`src/rtl/step_event_pkg.sv`:
```
package step_event_pkg;

   localparam int CFG_W        = 2;
   localparam int CTRL_STEP_B  = 0;
   localparam int CTRL_DEXC_B  = 1;
   localparam int STAT_CLR_B   = 0;

   localparam logic SEL_CTRL   = 1'b0;
   localparam logic SEL_STAT   = 1'b1;

   typedef struct packed {
      logic dexc_en;
      logic step_en;
   } step_ctrl_t;

endpackage

```
`src/rtl/step_qualify.sv`:
```
module step_qualify (
   input  logic clk,
   input  logic rst_n,
   input  logic ret_valid,
   input  logic ret_exc,
   input  logic ret_is_sys,
   input  logic mode_int,
   input  logic mode_ext,
   input  logic step_en,
   input  logic dexc_en,
   input  logic halted,
   output logic evt_record,
   output logic irq_take,
   output logic halt_take
);

   logic completes;
   logic hit;
   logic quiet_mode;

   // a system call still completes before its own trap is taken
   assign completes  = !ret_exc || ret_is_sys;
   assign hit        = ret_valid && step_en && completes && !halted;
   assign quiet_mode = mode_int && !dexc_en && !mode_ext;

   assign evt_record = hit && !quiet_mode;
   assign irq_take   = hit && mode_int && !mode_ext && dexc_en;
   assign halt_take  = hit && mode_ext;

   // the quiet mode combination never records status
   a_r3_quiet_mode: assert property (@(posedge clk) disable iff (!rst_n)
      (mode_int && !dexc_en && !mode_ext) |-> !evt_record);

   // faulting instructions raise nothing
   a_r4_fault_silent: assert property (@(posedge clk) disable iff (!rst_n)
      (ret_exc && !ret_is_sys) |-> !(evt_record || irq_take || halt_take));

   // nothing happens while halted
   a_r8_halted_quiet: assert property (@(posedge clk) disable iff (!rst_n)
      halted |-> !(evt_record || irq_take || halt_take));

endmodule

```
`src/rtl/step_ctrl_regs.sv`:
```
module step_ctrl_regs
   import step_event_pkg::*;
(
   input  logic             clk,
   input  logic             rst_n,
   input  logic             cfg_we,
   input  logic             cfg_sel,
   input  logic [CFG_W-1:0] cfg_wdata,
   input  logic             evt_record,
   input  logic             irq_take,
   output logic             step_en_o,
   output logic             dexc_en_o,
   output logic             status_o
);

   step_ctrl_t ctrl_q;
   logic       status_q;
   logic       ctrl_wr;
   logic       stat_clr;

   assign ctrl_wr  = cfg_we && (cfg_sel == SEL_CTRL);
   assign stat_clr = cfg_we && (cfg_sel == SEL_STAT) && cfg_wdata[STAT_CLR_B];

   always_ff @(posedge clk or negedge rst_n) begin
      if (!rst_n) begin
         ctrl_q <= '0;
      end else begin
         if (ctrl_wr) begin
            ctrl_q.step_en <= cfg_wdata[CTRL_STEP_B];
         end
         if (irq_take) begin
            ctrl_q.dexc_en <= 1'b0;
         end else if (ctrl_wr) begin
            ctrl_q.dexc_en <= cfg_wdata[CTRL_DEXC_B];
         end
      end
   end

   always_ff @(posedge clk or negedge rst_n) begin
      if (!rst_n) begin
         status_q <= 1'b0;
      end else if (evt_record) begin
         status_q <= 1'b1;
      end else if (stat_clr) begin
         status_q <= 1'b0;
      end
   end

   assign step_en_o = ctrl_q.step_en;
   assign dexc_en_o = ctrl_q.dexc_en;
   assign status_o  = status_q;

   // only a clearing status write can drop the flag
   a_r9_status_sticky: assert property (@(posedge clk) disable iff (!rst_n)
      (status_q && !(cfg_we && cfg_sel && cfg_wdata[0])) |=> status_q);

   // a taken interrupt always leaves the exception enable low
   a_r10_irq_kills_dexc: assert property (@(posedge clk) disable iff (!rst_n)
      irq_take |=> !dexc_en_o);

endmodule

```
`src/rtl/step_delivery.sv`:
```
module step_delivery #(
   parameter int AW        = 32,
   parameter int LEN_W     = 4,
   parameter int ALIGN_LSB = 2
) (
   input  logic             clk,
   input  logic             rst_n,
   input  logic             irq_take,
   input  logic             halt_take,
   input  logic             resume,
   input  logic [AW-1:0]    ret_pc,
   input  logic [LEN_W-1:0] ret_len,
   output logic             dbg_irq_o,
   output logic             halt_o,
   output logic [AW-1:0]    save_ra_o
);

   localparam logic [AW-1:0] ALIGN_MASK = ~((AW'(1) << ALIGN_LSB) - AW'(1));

   logic [AW-1:0] next_pc;
   logic [AW-1:0] ra_next;
   logic          irq_q;
   logic          halt_q;
   logic [AW-1:0] ra_q;

   assign next_pc = ret_pc + AW'(ret_len);

   generate
      if (ALIGN_LSB > 0) begin : g_align
         assign ra_next = next_pc & ALIGN_MASK;
      end else begin : g_noalign
         assign ra_next = next_pc;
      end
   endgenerate

   always_ff @(posedge clk or negedge rst_n) begin
      if (!rst_n) begin
         irq_q <= 1'b0;
         ra_q  <= '0;
      end else begin
         irq_q <= irq_take;
         if (irq_take) begin
            ra_q <= ra_next;
         end
      end
   end

   always_ff @(posedge clk or negedge rst_n) begin
      if (!rst_n) begin
         halt_q <= 1'b0;
      end else if (halt_take) begin
         halt_q <= 1'b1;
      end else if (resume) begin
         halt_q <= 1'b0;
      end
   end

   assign dbg_irq_o = irq_q;
   assign halt_o    = halt_q;
   assign save_ra_o = ra_q;

   // the interrupt is a single-cycle pulse
   a_r6_irq_pulse: assert property (@(posedge clk) disable iff (!rst_n)
      dbg_irq_o |=> !dbg_irq_o);

   // the saved address moves only when an interrupt is taken
   a_r6_ra_hold: assert property (@(posedge clk) disable iff (!rst_n)
      !irq_take |=> $stable(save_ra_o));

   // halt is held until resume
   a_r7_halt_hold: assert property (@(posedge clk) disable iff (!rst_n)
      (halt_o && !resume) |=> halt_o);

endmodule

```
`src/rtl/step_event_unit.sv`:
```
module step_event_unit
   import step_event_pkg::*;
#(
   parameter int AW        = 32,
   parameter int LEN_W     = 4,
   parameter int ALIGN_LSB = 2
) (
   input  logic             clk,
   input  logic             rst_n,
   input  logic             ret_valid,
   input  logic [AW-1:0]    ret_pc,
   input  logic [LEN_W-1:0] ret_len,
   input  logic             ret_exc,
   input  logic             ret_is_sys,
   input  logic             mode_int,
   input  logic             mode_ext,
   input  logic             resume,
   input  logic             cfg_we,
   input  logic             cfg_sel,
   input  logic [CFG_W-1:0] cfg_wdata,
   output logic             step_en,
   output logic             dexc_en,
   output logic             step_status,
   output logic             dbg_irq,
   output logic             halt_req,
   output logic [AW-1:0]    save_ra
);

   generate
      if (AW < 4) begin : g_bad_aw
         $error("step_event_unit: AW must be at least 4");
      end
      if (LEN_W < 1 || LEN_W > AW) begin : g_bad_len
         $error("step_event_unit: LEN_W must lie in 1..AW");
      end
      if (ALIGN_LSB < 0 || ALIGN_LSB >= AW) begin : g_bad_align
         $error("step_event_unit: ALIGN_LSB must lie in 0..AW-1");
      end
   endgenerate

   logic evt_record;
   logic irq_take;
   logic halt_take;

   step_qualify u_qual (
      .clk        (clk),
      .rst_n      (rst_n),
      .ret_valid  (ret_valid),
      .ret_exc    (ret_exc),
      .ret_is_sys (ret_is_sys),
      .mode_int   (mode_int),
      .mode_ext   (mode_ext),
      .step_en    (step_en),
      .dexc_en    (dexc_en),
      .halted     (halt_req),
      .evt_record (evt_record),
      .irq_take   (irq_take),
      .halt_take  (halt_take)
   );

   step_ctrl_regs u_regs (
      .clk        (clk),
      .rst_n      (rst_n),
      .cfg_we     (cfg_we),
      .cfg_sel    (cfg_sel),
      .cfg_wdata  (cfg_wdata),
      .evt_record (evt_record),
      .irq_take   (irq_take),
      .step_en_o  (step_en),
      .dexc_en_o  (dexc_en),
      .status_o   (step_status)
   );

   step_delivery #(
      .AW        (AW),
      .LEN_W     (LEN_W),
      .ALIGN_LSB (ALIGN_LSB)
   ) u_dlv (
      .clk       (clk),
      .rst_n     (rst_n),
      .irq_take  (irq_take),
      .halt_take (halt_take),
      .resume    (resume),
      .ret_pc    (ret_pc),
      .ret_len   (ret_len),
      .dbg_irq_o (dbg_irq),
      .halt_o    (halt_req),
      .save_ra_o (save_ra)
   );

   // status rises only after a retire
   a_r2_status_cause: assert property (@(posedge clk) disable iff (!rst_n)
      (!step_status && !ret_valid) |=> !step_status);

endmodule

```
`config.mk`:
```
export PLATFORM = sky130hd
export DESIGN_NAME = step_event_unit
export DESIGN_NICKNAME = d
export VERILOG_FILES = /design/src/rtl/step_event_pkg.sv /design/src/rtl/step_qualify.sv /design/src/rtl/step_ctrl_regs.sv /design/src/rtl/step_delivery.sv /design/src/rtl/step_event_unit.sv
export SDC_FILE = /design/constraint.sdc
export NUM_CORES = 1
export LEC_CHECK = 0
export BUFFER_PORTS_ARGS = -buffer_cell sky130_fd_sc_hd__buf_2
export CAP_MARGIN = 20
export CORE_MARGIN = 2
export CORE_UTILIZATION = 30
export DETAILED_ROUTE_END_ITERATION = 10
export GPL_ROUTABILITY_DRIVEN = 1
export PLACE_DENSITY = 0.54
export SLEW_MARGIN = 20
export SYNTH_ARGS = -nofsm -noshare
export SYNTH_HDL_FRONTEND = slang
export SYNTH_SLANG_ARGS = --single-unit
export TNS_END_PERCENT = 20
```
`constraint.sdc`:
```
create_clock -name clk -period 2 [get_ports clk]
set_clock_uncertainty 0.1 [all_clocks]
set_input_delay 0.1 -clock clk [delete_from_list [all_inputs] [get_ports clk]]
set_output_delay 0.1 -clock clk [all_outputs]
set_load 0.005 [all_outputs]
```
Word-level counts from Yosys, hierarchy flattened
Cells that the tools add are included.
{ "totals": {"word_cells": 36, "in_bits": 48, "register_bits": 35} }
{ "classes": {"muxes": 6, "addsub": 1, "bitwise_logic": 1, "n_reduce_logical": 22} }
{ "op_table": {"columns": ["cell", "n"], "rows": [
  ["adder 32 x 4 -> 32 bit", 1],
  ["logical AND 1 bit", 13],
  ["two-way mux 1 bit", 6],
  ["nonzero test 2 bit", 3],
  ["logical NOT 1 bit", 5],
  ["logical OR 1 bit", 1],
  ["inverter 1 bit", 1]
]} }

Depth between registers and ports, before layout
Gate-level depths: netlist of the first run.
{ "logic_depth": {"depth_word": 8, "mapped_depth": 7} }

Cells and area by module
Synthesis of the first run repeated with hierarchy kept, for this count alone.
{ "unflattened": {"cells_unflattened": 258, "hier_area_um2": 2257.2} }
{ "by_module_without_submodules": {"columns": ["mod", "seq_area_each_um2", "instances", "cells_each", "area_each_um2"], "rows": [
  ["step_delivery", 800.8, 1, 241, 2037.0],
  ["step_ctrl_regs", 75.1, 1, 10, 138.9],
  ["step_qualify", 0.0, 1, 7, 81.3]
]} }

Worst setup path after synthesis of the first run
No wires, ideal clock.
{ "synth_timing": {"kind": "register to register", "start": "reg u_dlv.halt_q (netlist: u_dlv.halt_o)", "end": "reg u_dlv.ra_q[26] (netlist: u_dlv.save_ra_o[26])", "n_path_buf": 1, "arrival_ns": 1.654, "stages_incl_launch_ff": 5, "path_slack_ns": 0.177, "t_required_ns": 1.831, "path_cell_list": "dfrtp_1 or4_4 buf_6 or4_1 nand3_1"} }
{ "synth_between": {"elab_chain_cells": 5} }
{ "synth_lines": {"columns": ["element", "line_no", "source"], "rows": [
  ["start, declared", "step_delivery.sv:23", "logic halt_q;"],
  ["start signal, assigned", "step_delivery.sv:50", "halt_q <= 1'b0;"],
  ["start signal, assigned", "step_delivery.sv:52", "halt_q <= 1'b1;"],
  ["start signal, assigned", "step_delivery.sv:54", "halt_q <= 1'b0;"],
  ["logical NOT 1 bit", "step_qualify.sv:23", "assign hit = ret_valid && step_en && completes && !halted;"],
  ["logical AND 1 bit", "step_qualify.sv:23", null],
  ["logical AND 1 bit (3 in series)", "step_qualify.sv:27", "assign irq_take = hit && mode_int && !mode_ext && dexc_en;"],
  ["end signal, assigned", "step_delivery.sv:43", "ra_q <= ra_next;"],
  ["end, declared", "step_delivery.sv:24", "logic [AW-1:0] ra_q;"]
]} }
Every way passes these cells.
A chain may end at the register's enable or synchronous reset.

Worst setup path after layout of the first run
{ "layout_timing": {"start": "reg u_dlv.halt_q (netlist: u_dlv.halt_o)", "end": "reg u_dlv.ra_q[31] (netlist: u_dlv.save_ra_o[31])"} }
{ "layout_between": {"elab_chain_cells": 5} }
{ "layout_lines": {"columns": ["element", "line_no", "source"], "rows": [
  ["logical NOT 1 bit", "step_qualify.sv:23", null],
  ["logical AND 1 bit", "step_qualify.sv:23", null],
  ["logical AND 1 bit (3 in series)", "step_qualify.sv:27", null],
  ["via irq_take", "step_event_unit.sv:42", "logic irq_take;"]
]} }
The timed path passes the listed nets, and every way through them passes these cells.

==> flow_summary.yaml, run 1 <==
status:
  status: "complete, no violations"
logic_synthesis:
  synth_seq_area_share_pct: 43.0
  synth_top_flop_cell: "dfrtp_1"
  synth-xor-area-share_pct: 11.6
  ys_ff_latch: 35
  netlist.area_leader.share_pct: 43.0
  synth-adder-area-share_pct: 1.84
  synth.cells.most_frequent: "nand2_1, dfrtp_1, o21ai_0"
  synthTopCellsByArea: "dfrtp_1, xor2_1, o21ai_0"
  synth_top_family_by_area: "simple AND/OR/NAND/NOR gates"
  syn_inst: 222
  synth.cell_area_um2: 2040
  synth_edf_count: 0
  synthMuxAreaShare_pct: 2.15
  postSynthAreaPerCell_um2: 9.18
  synth-compound-area-share_pct: 11.3
  ys_warn_count: 0
  yosysUniqueCellTypes: 41
  yosys.area.top_type: "dfrtp_1"
  async_flop_share_pct: 100
  yosys.area_share.simple_pct: 26.8
  synth.most_common_cell: "nand2_1"
power_and_ir_drop:
  p_leak_nw: 1.29
  irDropWorstVdd_mv: 0.289
  p_per_area_nw_per_um2: 829
  power.total_w: 0.00226
sta:
  fin_tns_setup_ns: 0
  clock.fmax_mhz: 564
  slew_headroom_pct: 43.8
  setup_violations: 0
  holdWs_ns: 0.0179
  layout_min_cycle_time_ns: 1.77
  finalCritPeriodShare_pct: 88.7
  worst_pin_slew_ns: 0.843
  hold_violations: 0
  grt_setup_unrepaired: "false"
  slew_viol_final: 0
clock_tree:
  cts.reportedPaths.clkPinSlew_ns: 0.07
  cts_tree: "yes"
  cts.sinks: 35
  h-tree-depth: 2
  cts-root-buf: "clkbuf_8"
  numCtsBuffers: 5
  clk_path_buf_depth: 2
  clock_latency_ns: 0.28
setup_path:
  worstPathArrival_ns: 1.90
  cp.required_ns: 2.13
  cp-start-kind: "flip-flop"
  path_cells: "or4_4, clkinv_1, nand3b_1, mux2_2, nand2_1"
  cp-end-kind: "flip-flop"
  path_class: "reg2reg"
  critPathTopFamily: "simple AND/OR/NAND/NOR gates"
  cp_max_fo: 9
  crit_start: "u_dlv.halt_o"
  slowest_delay_ns: 0.60
  r2r_start: "u_dlv.halt_o"
  crit_slowest_cell: "or4_4"
  crit_buf_inv: 1
floorplan:
  ios: 85
  dieArea_um2: 7470
  core_area_um2: 6680
  row_count: 30
  start_util_pct: 30.5
  die_h_um: 86.4
  die_w_um: 86.4
placement:
  gp_congestion: 0.845
  dpl_cell_area_um2: 2580
  dpl.hpwl_um: 4110
  port_buffers: 82
drt:
  num_vias: 1906
  wl_per_cell_um: 13.3
  ant_nets: 0
  firstDrtPassIters: 4
  drc: 0
  viasPerCell: 4.78
  drt_wl_total_um: 5320
  drt_iter0_markers: 56
global_route:
  grt_first_pass_wirelength_um: 8380
  antenna_found_initial: 0
  grt_overflow: 0
  grt_max_degree: 36
  grt_pass1_vias: 1772
  grt.total_usage_pct: 14.4
finish:
  final_layout_size_suffix_gt1_share_pct: 35.7
  utilization_pct: 40.7
  areaGrowthSynthToFinish_pct: 33.6
  fin_area_um2: 2720
  nets: 370
  n_antenna_cell: 0
worst_hold_path:
  hp-class: "in2reg"
  hp-start: "ret_pc[26]"
flow_run:
  drv_cap: 0
==> worst reg2reg max path, delay by kind of cell (launching register included) <==
kind                   cells  cell delay [ns]
buffers and inverters      1             0.19
DFF                        1             0.40
muxes                      1             0.27
and+or+nand+nor            3             0.76
==> final cells by class <==
type | instances | area, µm²
fill | 699 | 3960
multi-input combinational | 175 | 1100
sequential | 35 | 876
clock inverter | 1 | 5.00
timing repair buffer | 98 | 543
inverter | 4 | 15.0
tap | 80 | 100
clock buffer | 6 | 82.6
==> state kept, by name (all words and copies together), names as in the netlist <==
name and cells:
u_dlv.dbg_irq_o 1, u_regs.dexc_en_o 1, u_dlv.halt_o 1, u_dlv.save_ra_o 30
u_regs.step_en_o 1, u_regs.status_o 1
==> logic make-up (layout without fill, tap and decap cells) <==
group / after synthesis / count (layout)
AND/OR/NAND/NOR: 100 / 100
AO/OA/AOI/OAI: 39 / 39
flip-flops: 35 / 35
XOR/XNOR: 27 / 27
buffers and inverters: 13 / 109
multiplexers: 4 / 4
adder cells (fa/ha/maj): 3 / 3
other: 1 / 2
==> timing repair <==
action,CTS,global route
gates resized for setup,0,0
endpoints found under the hold margin,38,0
buffers inserted,0,0
setup endpoints to repair,0,0
hold buffers,5,0
==> report_power, final <==
group / switching (W) / internal [W]
Clock: 0.000256 / 0.000270
Combinational: 0.000329 / 0.000341
Sequential: 0.000119 / 0.000941
Total: 0.000704 / 0.00155
==> layout by cell type, fill, tap and decap left out, types with 2 or more instances in the layout <==
cell type,synthesis,final
buf_4,2,11
nand4_2,3,3
xnor2_1,8,8
nor2_1,5,5
nand4_1,10,10
and3_1,5,5
ha_1,3,3
inv_1,3,3
conb_1,1,2
dlygate4sd3_1,0,5
clkbuf_8,0,6
xor2_1,19,19
nand2_1,38,38
dfrtp_1,35,35
nand3b_1,2,2
mux2_2,3,3
o21ai_0,29,29
a21oi_1,2,2
nand3_1,15,15
nor3_1,6,6
a31oi_1,2,2
and2_1,2,2
a211oi_2,2,2
buf_2,1,82
nor2b_1,3,3
a22o_1,2,2
==> stage by stage <==
stage	worst slack [ns]	std cells
3_3_place_gp	0.0634	387
5_1_grt	0.125	399
3_5_place_dp	0.0435	387
6_report	0.226	399
4_1_cts	0.222	399
2_1_floorplan	0.177	223
==> worst paths after layout <==
kind | endpoint | slack [ns] | depth (start not counted)
max in group asynchronous | u_dlv.save_ra_o[27] | 0.91 | 2
worst min-delay path | u_dlv.save_ra_o[26] | 0.02 | 3
worst max register to register | u_dlv.save_ra_o[31] | 0.23 | 5
worst max-delay path | u_dlv.save_ra_o[31] | 0.23 | 5
min in group asynchronous | u_regs.status_o | 0.35 | 2
worst min register to register | u_dlv.save_ra_o[27] | 0.37 | 2
==> routing by layer <==
metal	up-vias	GRT usage (%)	part of all wire [%]
li1	973	-	-
met1	878	19.3	47
met2	49	22.5	46
met3	6	4.00	4.8
met4	0	4.83	1.6
met5	-	0	0
Note: power is estimated with default switching activity, not from simulation.
==> run 2: changes to the inputs <==
Settings changed: PLACE_DENSITY 0.54 to 0.53, SYNTH_HIERARCHICAL from default to 1.
==> run 2 against run 1 <==
- utilization up 0.12 points
- combinational power rose by 26%
- cell count is 12% higher
- maximum frequency down 4.7%
- via count is 22% higher
- register-to-register slack is essentially flat
- synthesized cell count rose by 16%
- critical path type is now in2reg
- largest cell class unchanged
==> flow_summary.yaml, run 2 <==
worst_hold_path:
  hp-class: "in2reg"
  hp-start: "ret_pc[12]"
clock_tree:
  numCtsBuffers: 5
  cts.sinks: 35
  cts-root-buf: "clkbuf_8"
  clock_latency_ns: 0.28
  h-tree-depth: 2
  cts_tree: "yes"
  clk_path_buf_depth: 2
  cts.reportedPaths.clkPinSlew_ns: 0.07
sta:
  slew_headroom_pct: 43.8
  final.setup.worst_slack_ns: 0.140
  hold_violations: 0
  fin_tns_setup_ns: 0
  worst_pin_slew_ns: 0.843
  finalCritPeriodShare_pct: 93.0
  clock.fmax_mhz: 538
  grt_setup_unrepaired: "false"
  slew_viol_final: 0
  setup_violations: 0
  layout_min_cycle_time_ns: 1.86
setup_path:
  crit_start: "ret_pc[23]"
  cp.required_ns: 2.11
  worstPathArrival_ns: 1.97
  cp-end-kind: "flip-flop"
  path_class: "in2reg"
  r2r_start: "u_dlv/halt_o"
  timing.reg2reg.setup_slack_ns: 0.22
  cp_max_fo: 5
  cp-start-kind: "primary input"
finish:
  largest_register_ffs: 30
  multi_input_area_um2: 1280
  final_layout_size_suffix_gt1_share_pct: 33.9
  seq_area_um2: 876
  n_antenna_cell: 0
  fillers: 768
  final_cell_mix: "buf_2, dfrtp_1, nor2_1, nand2_1, a31oi_1"
  areaGrowthSynthToFinish_pct: 31.3
  nets: 398
  layout_commonest_cell: "buf_2"
  fin_area_um2: 2960
power_and_ir_drop:
  p_per_area_nw_per_um2: 832
  p_leak_nw: 1.31
  irDropWorstVdd_mv: 0.228
  power.total_w: 0.00247
floorplan:
  dieArea_um2: 8230
  start_util_pct: 31.1
  ios: 85
  row_count: 31
  die_h_um: 90.7
  die_w_um: 90.7
  core_area_um2: 7250
logic_synthesis:
  synthTopCellsByArea: "dfrtp_1, a31oi_1, nor2_1"
  ys_warn_count: 6
  synth_edf_count: 0
  syn_inst: 258
  synth.most_common_cell: "dfrtp_1"
  netlist.area_leader.share_pct: 38.8
  async_flop_share_pct: 100
  synth_top_flop_cell: "dfrtp_1"
  synth_seq_area_share_pct: 38.8
  yosysUniqueCellTypes: 50
  synth.cell_area_um2: 2260
  ys_ff_latch: 35
  postSynthAreaPerCell_um2: 8.75
  synth.cells.most_frequent: "dfrtp_1, nor2_1, nand2_1"
  yosys.area.top_type: "dfrtp_1"
drt:
  drt_iter0_markers: 108
  viasPerCell: 5.19
  firstDrtPassIters: 4
  ant_nets: 0
  wl_per_cell_um: 14.3
  drc: 0
  drt_wl_total_um: 6390
  num_vias: 2320
placement:
  gp_congestion: 0.738
  dpl_cell_area_um2: 2840
  pre_cts_slack_ns: 0.0966
  port_buffers: 82
  dpl.hpwl_um: 4530
flow_run:
  drv_cap: 0
global_route:
  grt_pass1_vias: 2170
  grt_max_degree: 61
  grt_overflow: 0
  antenna_found_initial: 0
  grt.total_usage_pct: 15.3
  grt_first_pass_wirelength_um: 10400
status:
  status: "complete, no violations"
[run 2: cell types whose count changed after synthesis, moves of 6 or more]
cell      delta
o21ai_0     -21
xor2_1      -19
nand2_1     -18
a31oi_1     +17
nor2_1      +17
or4_1       +10
clkbuf_1     +8
o31ai_1      +8
inv_1        +6
o211ai_1     +6
[run 2: layout make-up]
class                   instances  area share, %
clock buffers                   7           2.57
clock inverters                 1          0.169
inverters                      10           1.27
multi-input cells             196           43.4
flip-flops and latches         35           29.5
well taps                      99           4.18
repair buffers                 99           18.9
[run 2: logic make-up (layout without fill, tap and decap cells)]
kind of cell             after synthesis  after routing  share of synthesized area [%]
buffers and inverters                 28            117                           5.15
multiplexers                           2              2                           1.16
AO/OA/AOI/OAI                         67             67                           20.7
XOR/XNOR                               4              4                           1.55
AND/OR/NAND/NOR                      118            118                           30.8
other                                  1              2                          0.166
flip-flops                            35             35                           38.8
adder cells (fa/ha/maj)                3              3                           1.66
[run 2: worst paths after layout]
check                                 endpoint  depth (start not counted)
max in group asynchronous  u_dlv/save_ra_o[26]                          2
min reg2reg                u_dlv/save_ra_o[10]                          2
max                        u_dlv/save_ra_o[25]                          6
min in group asynchronous   u_dlv/save_ra_o[4]                          2
max reg2reg                u_dlv/save_ra_o[27]                          6
min                        u_dlv/save_ra_o[12]                          3
[run 2: report_power, final]
part	switching (W)	internal (W)	total (W)	leakage (nW)
sequential	0.000145	0.000971	0.00112	0.427
combinational	0.000402	0.000444	0.000846	0.842
clock	0.000261	0.000245	0.000505	0.0422
total	0.000807	0.00166	0.00247	1.31
[run 2: what timing repair did]
action,4_1_cts,5_1_grt
setup endpoints to repair,0,4
hold endpoints to repair,38,0
resized for setup,0,2
buffers inserted,0,0
hold buffers,4,0
[run 2: critical path, stage by stage]
cell and delay, ns:
dlygate4sd3_1 0.52, buf_2 0.12, nand4_1 0.15, or4_4 0.50, or4_1 0.41, a31oi_1 0.17
[run 2: metrics by stage]
| step | hold WS [ns] | util [%] | cells |
|---|---|---|---|
| floorplan | -0.296 | - | 259 |
| global placement | 0.159 | 39.1 | 435 |
| detailed placement | 0.160 | 39.1 | 435 |
| CTS | 0.00154 | 40.8 | 447 |
| global route | 0.0162 | 40.9 | 447 |
| finish | 0.0105 | 40.9 | 447 |
[run 2: per-layer routing]
metal	up-vias	GRT usage, %	wire, µm
li1	1162	-	-
met1	1102	19.6	3010
met2	52	25.6	3080
met3	4	3.26	237
met4	0	4.62	62
met5	-	0	0
==> run 3: changes to the inputs <==
Settings changed: ABC_AREA from default to 1, PLACE_DENSITY 0.53 to 0.52.
==> run 3 against run 2 <==
- combinational power fell by 31%
- sequential cell count did not move
- cell area rose by 7.9%
- sequential share of layout area fell by 2.2 points
- critical endpoint is now u_dlv/save_ra_o[21]
- critical path type unchanged
- count of clock-buffer cells in the layout fell by 2
- total power fell by 5.6%
- via count rose by 12%
- cell count rose by 29%
- first-iteration DRC count fell by 8.3%
==> flow_summary.yaml, run 3 <==
drt:
  ant_nets: 0
  wl_met1_um: 3500
  drc: 0
  viasPerCell: 4.49
  drt_iter0_markers: 99
  drt_wl_total_um: 7280
  wl_per_cell_um: 12.6
  top_layer: "met4"
  num_vias: 2596
  firstDrtPassIters: 4
  wl_met3_um: 415
  met2_length_um: 3260
finish:
  layout_commonest_cell: "nand2_1"
  final_cell_mix: "nand2_1, buf_2, inv_1, nand3_1"
  nets: 523
  final_layout_size_suffix_gt1_share_pct: 25.6
  areaGrowthSynthToFinish_pct: 27.9
  n_antenna_cell: 0
  largest_register_ffs: 30
  post_layout_nonfiller_instances: 578
logic_synthesis:
  synth_edf_count: 0
  yosysUniqueCellTypes: 31
  ys_warn_count: 6
  synth.cell_area_um2: 2500
  syn_inst: 382
  async_flop_share_pct: 100
  synth.cells.most_frequent: "nand2_1, inv_1, nand3_1"
  ys_ff_latch: 35
  netlist.area_leader.share_pct: 35.1
  synthTopCellsByArea: "dfrtp_1, nand2_1, nand3_1"
  synth_seq_area_share_pct: 35.1
  yosys.area.top_type: "dfrtp_1"
  synth.most_common_cell: "nand2_1"
  postSynthAreaPerCell_um2: 6.54
  synth_top_flop_cell: "dfrtp_1"
sta:
  hold_violations: 0
  grt_setup_unrepaired: "false"
  holdWs_ns: 0.00621
  fin_tns_setup_ns: 0
  slew_headroom_pct: 45.6
  worst_pin_slew_ns: 0.816
  slew_viol_final: 0
  clock.fmax_mhz: 671
  finalCritPeriodShare_pct: 74.5
  layout_min_cycle_time_ns: 1.49
  setup_violations: 0
global_route:
  antenna_found_initial: 0
  grt_first_pass_wirelength_um: 11800
  grt_overflow: 0
  grt.total_usage_pct: 16.8
  grt_pass1_vias: 2403
  grt_max_degree: 36
placement:
  placed_cells: 564
  gp_congestion: 0.860
  dpl.hpwl_um: 5880
  port_buffers: 82
setup_path:
  cp-start-kind: "primary input"
  cp.required_ns: 2.09
  r2r_start: "u_regs/step_en_o"
  cp_max_fo: 4
  r2r-end: "u_dlv/save_ra_o[9]"
  reg2reg_depth: 7
  path_class: "in2reg"
  cp-end-kind: "flip-flop"
  worstPathArrival_ns: 1.58
  timing.reg2reg.setup_slack_ns: 0.58
power_and_ir_drop:
  irDropWorstVdd_mv: 0.272
  p_leak_nw: 1.78
  p_per_area_nw_per_um2: 728
worst_hold_path:
  hp-class: "in2reg"
  holdPathStages: 3
  hp-start: "cfg_we"
  min_to: "u_regs/dexc_en_o"
clock_tree:
  numCtsBuffers: 5
  cts.sinks: 35
  cts_tree: "yes"
  clk_path_buf_depth: 2
  cts_resized: 0
  clock_latency_ns: 0.29
  h-tree-depth: 2
  cts-root-buf: "clkbuf_8"
  cts.reportedPaths.clkPinSlew_ns: 0.08
floorplan:
  die_h_um: 95.3
  die_w_um: 95.3
  dieArea_um2: 9070
  start_util_pct: 30.7
  core_area_um2: 8130
  row_count: 33
  ios: 85
status:
  status: "complete, no violations"
flow_run:
  drv_cap: 0
-- run 3: cell count changes after synthesis, moves of 8 or more --
| cell | previous run | this run |
|---|---|---|
| or4_1 | 11 | 0 |
| nor3_1 | 8 | 0 |
| inv_1 | 9 | 43 |
| a31oi_1 | 19 | 1 |
| nor2_1 | 22 | 36 |
| nand2_1 | 20 | 152 |
| clkbuf_1 | 13 | 2 |
| o31ai_1 | 8 | 0 |
| nand3_1 | 10 | 40 |
-- run 3: worst max-delay path by stage --
| stage | cells past startpoint | slack (ns) | to | startpoint |
|---|---|---|---|---|
| 2_1_floorplan | 8 | 0.52 | u_dlv/save_ra_o[20] | u_regs/step_en_o |
| 3_3_place_gp | 9 | 0.42 | u_dlv/save_ra_o[7] | ret_pc[2] |
| 3_5_place_dp | 9 | 0.39 | u_dlv/save_ra_o[7] | ret_pc[2] |
| 4_1_cts | 11 | 0.51 | u_dlv/save_ra_o[30] | ret_pc[14] |
| 5_1_grt | 11 | 0.36 | u_dlv/save_ra_o[30] | ret_pc[14] |
| 6_report | 11 | 0.51 | u_dlv/save_ra_o[21] | ret_pc[14] |
-- run 3: critical path: stages --
cell and delay [ns]:
dlygate4sd3_1 0.52, buf_2 0.14, nand2_1 0.11, nor2_2 0.17
inv_1 0.09, nor2_1 0.16, nand3_2 0.09, nand2_1 0.07
nand2_1 0.04, nand2_1 0.05, nand2_1 0.05
-- run 3: through the flow --
| step | setup slack (ns) | total power [W] | area, µm² | utilization [%] |
|---|---|---|---|---|
| after detailed placement | 0.390 | 0.00157 | 3000 | 36.9 |
| after global routing | 0.364 | 0.00250 | 3200 | 39.3 |
| final | 0.510 | 0.00233 | 3200 | 39.3 |
| after CTS | 0.508 | 0.00237 | 3200 | 39.3 |
| after global placement | 0.416 | 0.00156 | 3000 | 36.9 |
| after floorplan | 0.516 | 0.00125 | 2500 | - |
-- run 3: area by class of cell --
type / instances / area, µm²
Inverter: 43 / 161
Tap cell: 105 / 131
Multi-Input combinational cell: 295 / 1390
Clock buffer: 5 / 68.8
Fill cell: 909 / 4940
Clock inverter: 3 / 67.6
Timing Repair Buffer: 92 / 500
Sequential cell: 35 / 876
-- run 3: what timing repair did --
action,CTS,global route
endpoints found under the setup margin,0,0
hold buffers,6,0
setup buffers,0,0
hold endpoints to repair,39,0
-- run 3: report_power, final --
| group | switching (W) | internal (W) | leakage (nW) |
|---|---|---|---|
| logic | 0.000314 | 0.000272 | 1.26 |
| clock network | 0.000282 | 0.000497 | 0.0644 |
| registers | 0.0000888 | 0.000874 | 0.460 |
| total | 0.000685 | 0.00164 | 1.78 |
-- run 3: kinds of logic (layout without fill, tap and decap cells) --
family                   Yosys count  count (layout)  synth area share (%)
AO/OA/AOI/OAI                     18              18                  4.31
XOR/XNOR                           2               2                 0.701
adder cells (fa/ha/maj)            3               3                  1.50
buffers and inverters             53             143                  9.51
flip-flops                        35              35                  35.1
other                              1               2                 0.150
AND/OR/NAND/NOR                  270             270                  48.8
-- run 3: routing by layer --
metal	global-route usage (%)	vias up
met4	4.47	0
met1	22.8	1149
li1	-	1376
met5	0	-
met3	2.85	8
met2	27.8	63
